File: config.mk
export PLATFORM = sky130hd
export DESIGN_NAME = lane_pattern_mux
export DESIGN_NICKNAME = d
export VERILOG_FILES = /design/src/rtl/lane_pattern_pkg.sv /design/src/rtl/lane_lfsr_word.sv /design/src/rtl/lane_prbs_bank.sv /design/src/rtl/lane_rpat_seq.sv /design/src/rtl/lane_pattern_mux.sv
export SDC_FILE = /design/constraint.sdc
export NUM_CORES = 1
export LEC_CHECK = 0
export ABC_CLOCK_PERIOD_IN_PS = 3500
export BUFFER_PORTS_ARGS = -buffer_cell sky130_fd_sc_hd__buf_2
export CAP_MARGIN = 20
export CORE_AREA = 2 2 142 89
export DETAILED_ROUTE_END_ITERATION = 10
export DIE_AREA = 0 0 144 91
export SYNTH_ARGS = -nofsm -noshare
export SYNTH_HDL_FRONTEND = slang
export SYNTH_SLANG_ARGS = --single-unit
File: constraint.sdc
create_clock -name clk -period 3.5 [get_ports clk]
set_input_delay 0.7 -clock clk [delete_from_list [all_inputs] [get_ports clk]]
set_output_delay 0.7 -clock clk [all_outputs]
set_load 0.005 [all_outputs]
File: src/rtl/lane_pattern_pkg.sv
package lane_pattern_pkg;

    localparam int SYM_W    = 10;
    localparam int MODE_W   = 3;
    localparam int ORD_W    = 2;
    localparam int RPAT_LEN = 24;
    localparam int RPAT_IW  = $clog2(RPAT_LEN);

    typedef enum logic [2:0] {
        ST_NORMAL = 3'd0,
        ST_D215   = 3'd1,
        ST_K285   = 3'd2,
        ST_ILA    = 3'd3,
        ST_RPAT   = 3'd4,
        ST_PRBS   = 3'd5
    } lane_state_e;

    localparam logic [SYM_W-1:0] SYM_D215  = 10'b1010101010;
    localparam logic [SYM_W-1:0] SYM_K_NEG = 10'b0011111010;
    localparam logic [SYM_W-1:0] SYM_K_POS = 10'b1100000101;

    function automatic lane_state_e decode_mode(input logic [MODE_W-1:0] m);
        lane_state_e s;
        unique case (m)
            3'd1:    s = ST_D215;
            3'd2:    s = ST_K285;
            3'd3:    s = ST_ILA;
            3'd4:    s = ST_RPAT;
            3'd6:    s = ST_PRBS;
            default: s = ST_NORMAL;
        endcase
        return s;
    endfunction

    function automatic int prbs_len(input int ord);
        int n;
        case (ord)
            0:       n = 7;
            1:       n = 15;
            2:       n = 23;
            default: n = 31;
        endcase
        return n;
    endfunction

    function automatic int prbs_tap(input int ord);
        int k;
        case (ord)
            0:       k = 6;
            1:       k = 14;
            2:       k = 18;
            default: k = 28;
        endcase
        return k;
    endfunction

    function automatic logic [SYM_W-1:0] rpat_sym(input logic [RPAT_IW-1:0] idx);
        logic [SYM_W-1:0] v;
        case (idx)
            5'd0:    v = 10'h1E8;
            5'd1:    v = 10'h2A5;
            5'd2:    v = 10'h0F1;
            5'd3:    v = 10'h31A;
            5'd4:    v = 10'h14B;
            5'd5:    v = 10'h2D2;
            5'd6:    v = 10'h0B7;
            5'd7:    v = 10'h34C;
            5'd8:    v = 10'h1A6;
            5'd9:    v = 10'h259;
            5'd10:   v = 10'h0CE;
            5'd11:   v = 10'h331;
            5'd12:   v = 10'h217;
            5'd13:   v = 10'h15A;
            5'd14:   v = 10'h30E;
            5'd15:   v = 10'h0E5;
            5'd16:   v = 10'h2B4;
            5'd17:   v = 10'h14D;
            5'd18:   v = 10'h363;
            5'd19:   v = 10'h09C;
            5'd20:   v = 10'h1D2;
            5'd21:   v = 10'h22D;
            5'd22:   v = 10'h0AB;
            5'd23:   v = 10'h354;
            default: v = 10'h1E8;
        endcase
        return v;
    endfunction

endpackage

File: src/rtl/lane_lfsr_word.sv
module lane_lfsr_word #(
    parameter int N     = 7,
    parameter int K     = 6,
    parameter int WORD  = 10
) (
    input  logic            clk,
    input  logic            rst_n,
    input  logic            restart,
    input  logic            advance,
    output logic [WORD-1:0] word
);

    logic [N-1:0] st_q;
    logic [N-1:0] st_end;

    always_comb begin
        logic [N-1:0] cur;
        logic         nb;
        cur  = restart ? {N{1'b1}} : st_q;
        word = '0;
        for (int i = 0; i < WORD; i++) begin
            nb              = cur[N-1] ^ cur[K-1];
            word[WORD-1-i]  = nb;
            cur             = {cur[N-2:0], nb};
        end
        st_end = cur;
    end

    always_ff @(posedge clk) begin
        if (!rst_n) begin
            st_q <= {N{1'b1}};
        end else if (advance) begin
            st_q <= st_end;
        end
    end

endmodule

File: src/rtl/lane_prbs_bank.sv
module lane_prbs_bank
    import lane_pattern_pkg::*;
#(
    parameter int WORD   = SYM_W,
    parameter int N_ORD  = 4,
    localparam int OW    = $clog2(N_ORD)
) (
    input  logic            clk,
    input  logic            rst_n,
    input  logic            restart,
    input  logic            advance,
    input  logic [OW-1:0]   order,
    output logic [WORD-1:0] word
);

    logic [WORD-1:0] words [N_ORD];

    for (genvar g = 0; g < N_ORD; g++) begin : g_ord
        logic sel;
        assign sel = (order == OW'(g));
        lane_lfsr_word #(
            .N    (prbs_len(g)),
            .K    (prbs_tap(g)),
            .WORD (WORD)
        ) i_lfsr (
            .clk     (clk),
            .rst_n   (rst_n),
            .restart (restart && sel),
            .advance (advance && sel),
            .word    (words[g])
        );
    end

    assign word = words[order];

endmodule

File: src/rtl/lane_rpat_seq.sv
module lane_rpat_seq
    import lane_pattern_pkg::*;
#(
    parameter int LEN = RPAT_LEN,
    localparam int IW = $clog2(LEN)
) (
    input  logic             clk,
    input  logic             rst_n,
    input  logic             restart,
    input  logic             advance,
    output logic [SYM_W-1:0] sym
);

    logic [IW-1:0] idx_q;
    logic [IW-1:0] idx_use;

    assign idx_use = restart ? '0 : idx_q;
    assign sym     = rpat_sym(RPAT_IW'(idx_use));

    always_ff @(posedge clk) begin
        if (!rst_n) begin
            idx_q <= '0;
        end else if (advance) begin
            idx_q <= (idx_use == IW'(LEN - 1)) ? '0 : idx_use + 1'b1;
        end
    end

endmodule

File: src/rtl/lane_pattern_mux.sv
module lane_pattern_mux
    import lane_pattern_pkg::*;
(
    input  logic              clk,
    input  logic              rst_n,
    input  logic [MODE_W-1:0] mode_i,
    input  logic [ORD_W-1:0]  prbs_order_i,
    input  logic [SYM_W-1:0]  enc_data_i,
    input  logic [SYM_W-1:0]  ila_sym_i,
    output logic [SYM_W-1:0]  sym_o
);

    lane_state_e       st_q, st_d;
    logic [ORD_W-1:0]  ord_q;
    logic              k_ph_q;
    logic              k_use;
    logic              enter;
    logic              reorder;
    logic [SYM_W-1:0]  prbs_word;
    logic [SYM_W-1:0]  rpat_word;
    logic [SYM_W-1:0]  sym_d;
    logic [SYM_W-1:0]  sym_q;

    assign st_d    = decode_mode(mode_i);
    assign reorder = (st_d == ST_PRBS) && (prbs_order_i != ord_q);
    assign enter   = (st_d != st_q) || reorder;
    assign k_use   = enter ? 1'b0 : k_ph_q;

    // state register
    always_ff @(posedge clk) begin
        if (!rst_n) begin
            st_q   <= ST_NORMAL;
            ord_q  <= '0;
            k_ph_q <= 1'b0;
        end else begin
            st_q  <= st_d;
            ord_q <= prbs_order_i;
            if (st_d == ST_K285) begin
                k_ph_q <= ~k_use;
            end
        end
    end

    lane_rpat_seq #(.LEN(RPAT_LEN)) i_rpat (
        .clk     (clk),
        .rst_n   (rst_n),
        .restart (enter),
        .advance (st_d == ST_RPAT),
        .sym     (rpat_word)
    );

    lane_prbs_bank #(.WORD(SYM_W), .N_ORD(1 << ORD_W)) i_prbs (
        .clk     (clk),
        .rst_n   (rst_n),
        .restart (enter),
        .advance (st_d == ST_PRBS),
        .order   (prbs_order_i),
        .word    (prbs_word)
    );

    // outputs
    always_comb begin
        unique case (st_d)
            ST_NORMAL: sym_d = enc_data_i;
            ST_D215:   sym_d = SYM_D215;
            ST_K285:   sym_d = k_use ? SYM_K_POS : SYM_K_NEG;
            ST_ILA:    sym_d = ila_sym_i;
            ST_RPAT:   sym_d = rpat_word;
            ST_PRBS:   sym_d = prbs_word;
            default:   sym_d = enc_data_i;
        endcase
    end

    always_ff @(posedge clk) begin
        if (!rst_n) begin
            sym_q <= '0;
        end else begin
            sym_q <= sym_d;
        end
    end

    assign sym_o = sym_q;

endmodule

==> key figures <==
Run status
  – Status: finished, final reports clean

Route
  – Aggregate routed wire length: 15.0 mm
  – Antenna viol nets, final: 0
  – Vias/cell: 5.85
  – Iteration-0 DRC Markers: 693
  – TritonRoute pass-1 iters: 5
  – DRC: 0
  – Via count: 4949
  – Drt wl/cell: 17.7 um

STA
  – Worst-Margin Slew: 0.806 ns
  – Max Fclk: 312 MHz
  – Final worst path period share: 91.6%
  – Setup Skew: 0.00410 ns
  – Fin. Hold Viols: 0
  – Final setup margin: 0.292 ns
  – Number of max-slew violations in the final report: 0
  – Final min period: 3.21 ns
  – RSZ-0062 raised after global routing: no
  – Setup TNS: 0 ns
  – Worst slew margin: 46.2%
  – Final setup violation count: 0

Logic synthesis
  – Netlist cell types: 62
  – Most common cell in the netlist: dfxtp_1
  – Yosys warns: 0
  – EDFF count, synth: 0
  – Top cells by area, synth: dfxtp_1 (38%), o21ai_0 (6.8%), nand3_1 (5.4%), nand2_1 (5.2%), xor2_1 (5.1%)
  – Post-synthesis mux area share: 3.19%
  – Largest family of logic cells by synthesized area: simple AND/OR/NAND/NOR gates
  – Synth cell count leaders: dfxtp_1 (97), nand2_1 (72), o21ai_0 (70)
  – Synth Area in Simple Gates: 23.7%
  – Ys async rst share: 0%
  – Synth Area per Inst: 7.78 um2
  – Post-synthesis sequential area ratio: 37.5%
  – Synth Area in Compound Gates: 21.2%
  – Post-synthesis adder-cell area fraction: 1.45%
  – Top_reg_cell synth: dfxtp_1
  – Post-synth top area share: 37.5%
  – Synthesized Nets: 698
  – Largest area contributor in the netlist: dfxtp_1
  – FF+latch count, synth: 97
  – Mapped Area: 5170 um2
  – Gate Count Post-Synth: 665
  – Xor/xnor share of the synthesized area: 7.62%

Clock tree
  – CTS Hold Buffers Added: 0
  – Clk_lat worst skew: 0.34 ns
  – Clock Tree Root: clkbuf_16
  – Clock Tree Buf Depth: 2
  – CTS clk-pin slew, worst paths: 0.07 ns
  – Setup Buffers After CTS: 0
  – Maximum level of the CTS H-tree: 3
  – Cts bufs inserted: 9
  – Post-CTS Resized: 0
  – CTS tree: done
  – Clock sink count: 97

GRT
  – Grt ovf: 0
  – Largest net degree at the start of global routing: 90
  – Initial antenna violation count: 0
  – First-pass GRT wire length: 24.3 mm
  – Vias in the first global route: 4481
  – All-Layer GR Usage: 23.6%

Critical path
  – Critical path startpoint category: input pin
  – Crit path required time: 3.70 ns
  – Crit path launch: mode_i[2]
  – Worst setup EP type: register
  – FF-to-FF path depth: 12
  – CP arrival: 3.41 ns
  – FF-to-FF Start: st_q[0]$_SDFF_PN0_
  – R2R setup slack: 0.39 ns
  – Worst reg2reg endpoint: sym_o[5]$_SDFF_PN0_
  – Crit Path Class: in -> reg
  – CP Max Fanout: 6

Pwr
  – Psw: 617 uW
  – Clock share of power: 40.8%
  – Switching share of power: 26.0%
  – Power per cell area: 410 nW/um2
  – P_int: 1.76 mW
  – Logic pwr share: 11.1%
  – Leakage: 2.24 nW
  – Reg power frac: 48.1%
  – Worst vdd ir: 0.000204 V

Hold path
  – Hold Crit Endpoint: i_prbs.g_ord[3].i_lfsr.st_q[2]$_SDFFE_PN1P_
  – Hold depth: 2
  – Hold Path Origin: i_prbs.g_ord[3].i_lfsr.st_q[2]$_SDFFE_PN1P_
  – Hold crit path type: reg -> reg

Die
  – Vert. Die Dim: 91 um
  – Full die area: 13100 um2
  – Total core area: 11800 um2
  – Initial Utilization: 44.0%
  – Die Span X: 144 um
  – Num rows: 31
  – Io pins: 37

Placed design
  – Placer Congestion: 0.963
  – Post-detail-place hpwl: 10.4 mm
  – Pre-CTS setup slack: 0.0897 ns
  – DP Cell Count: 830
  – Port buffer count: 36

Layout
  – Post-Layout Cell Count: 846
  – Fraction of layout cells with a size suffix above 1: 12.3%
  – Number of diodes: 0
  – NumNets Final: 709
  – Util after Layout: 49.3%
  – Area grow syn2layout: 11.9%

Job
  – Max Cap Viol: 0
-- power groups by stage --
stage / Sequential (mW) / Clock, mW / Combinational, mW
3_5_place_dp: 1.17 / 0 / 0.257
3_3_place_gp: 1.17 / 0 / 0.255
5_1_grt: 1.14 / 1.04 / 0.286
2_1_floorplan: 1.16 / 0 / 0.170
4_1_cts: 1.14 / 0.988 / 0.258
6_report: 1.14 / 0.970 / 0.263
-- registers in the layout, summed over array words and instances (netlist names) --
signal,flops
i_prbs.g_ord.i_lfsr.st_q,76
sym_o,10
i_rpat.idx_q,5
st_q,3
ord_q,2
k_ph_q,1
-- cell type report --
class	instances	area [um2]
inverter	12	45.0
fill	1157	5960
multi-input combinational	500	2960
clock inverter	3	22.5
sequential	97	1940
clock buffer	13	270
tap	165	206
timing repair buffer	56	343
-- cells by family (layout without fill, tap and decap cells) --
group           count (synthesis)  after routing
fa+ha+maj                       6              6
simple gates                  269            269
mux                            10             10
compound gates                170            170
buf+inv                        68             84
flops                          97             97
xor+xnor                       45             45
-- how the worst max path moves through the flow --
stage	endpoint	slack, ns	cells past startpoint
finish	sym_o[5]$_SDFF_PN0_	0.29	13
global route	sym_o[5]$_SDFF_PN0_	0.15	12
CTS	sym_o[5]$_SDFF_PN0_	0.45	12
detailed placement	sym_o[5]$_SDFF_PN0_	0.09	13
global placement	sym_o[5]$_SDFF_PN0_	0.10	13
floorplan	sym_o[5]$_SDFF_PN0_	0.17	16
-- critical path, cell delays in order --
cell and delay [ns]:
buf_2 0.12, and3_1 0.16, a311o_1 0.37, o211a_1 0.22, nand2_1 0.15, inv_1 0.11
ha_1 0.22, and2_1 0.22, nand2_1 0.08, o21ai_0 0.12, o32a_1 0.37, o21ai_0 0.35
a41oi_1 0.19
-- per-stage QoR --
step / hold WS [ns] / total power [mW] / instance area (um2)
after global routing: 0.490 / 2.47 / 5790
after global placement: 0.453 / 1.42 / 5500
after floorplan: 0.442 / 1.33 / 5170
after CTS: 0.472 / 2.39 / 5790
after detailed placement: 0.457 / 1.42 / 5500
final: 0.471 / 2.37 / 5790
-- layer usage --
metal | wire length (um) | vias to the layer above | GRT usage [%]
li1 | - | 2385 | -
met1 | 7810 | 2381 | 37.8
met2 | 6010 | 173 | 30.9
met3 | 1110 | 10 | 6.38
met4 | 89 | 0 | 4.82
met5 | 0 | - | 0
-- cell usage in the layout (no fill, tap or decap), types with 3 or more instances in the layout --
master and count:
o311ai_0 9, a21oi_1 25, and2_1 4, nand2b_1 6, a32oi_1 4, mux2i_1 3
buf_4 19, nand3_1 56, a211oi_1 5, inv_1 12, ha_1 6, o22ai_1 3
a221oi_1 3, o21ai_0 70, xnor2_1 15, nor2_1 65, xor2_1 30, nor3_1 43
clkbuf_16 9, clkbuf_8 3, mux4_2 5, nand4_1 3, a31oi_1 8, dfxtp_1 97
buf_2 36, nand2_1 72, o211ai_1 4, a211o_1 3, nor2b_1 4, o221ai_1 6
o21a_1 4
Power figures use the tool's default switching activity.
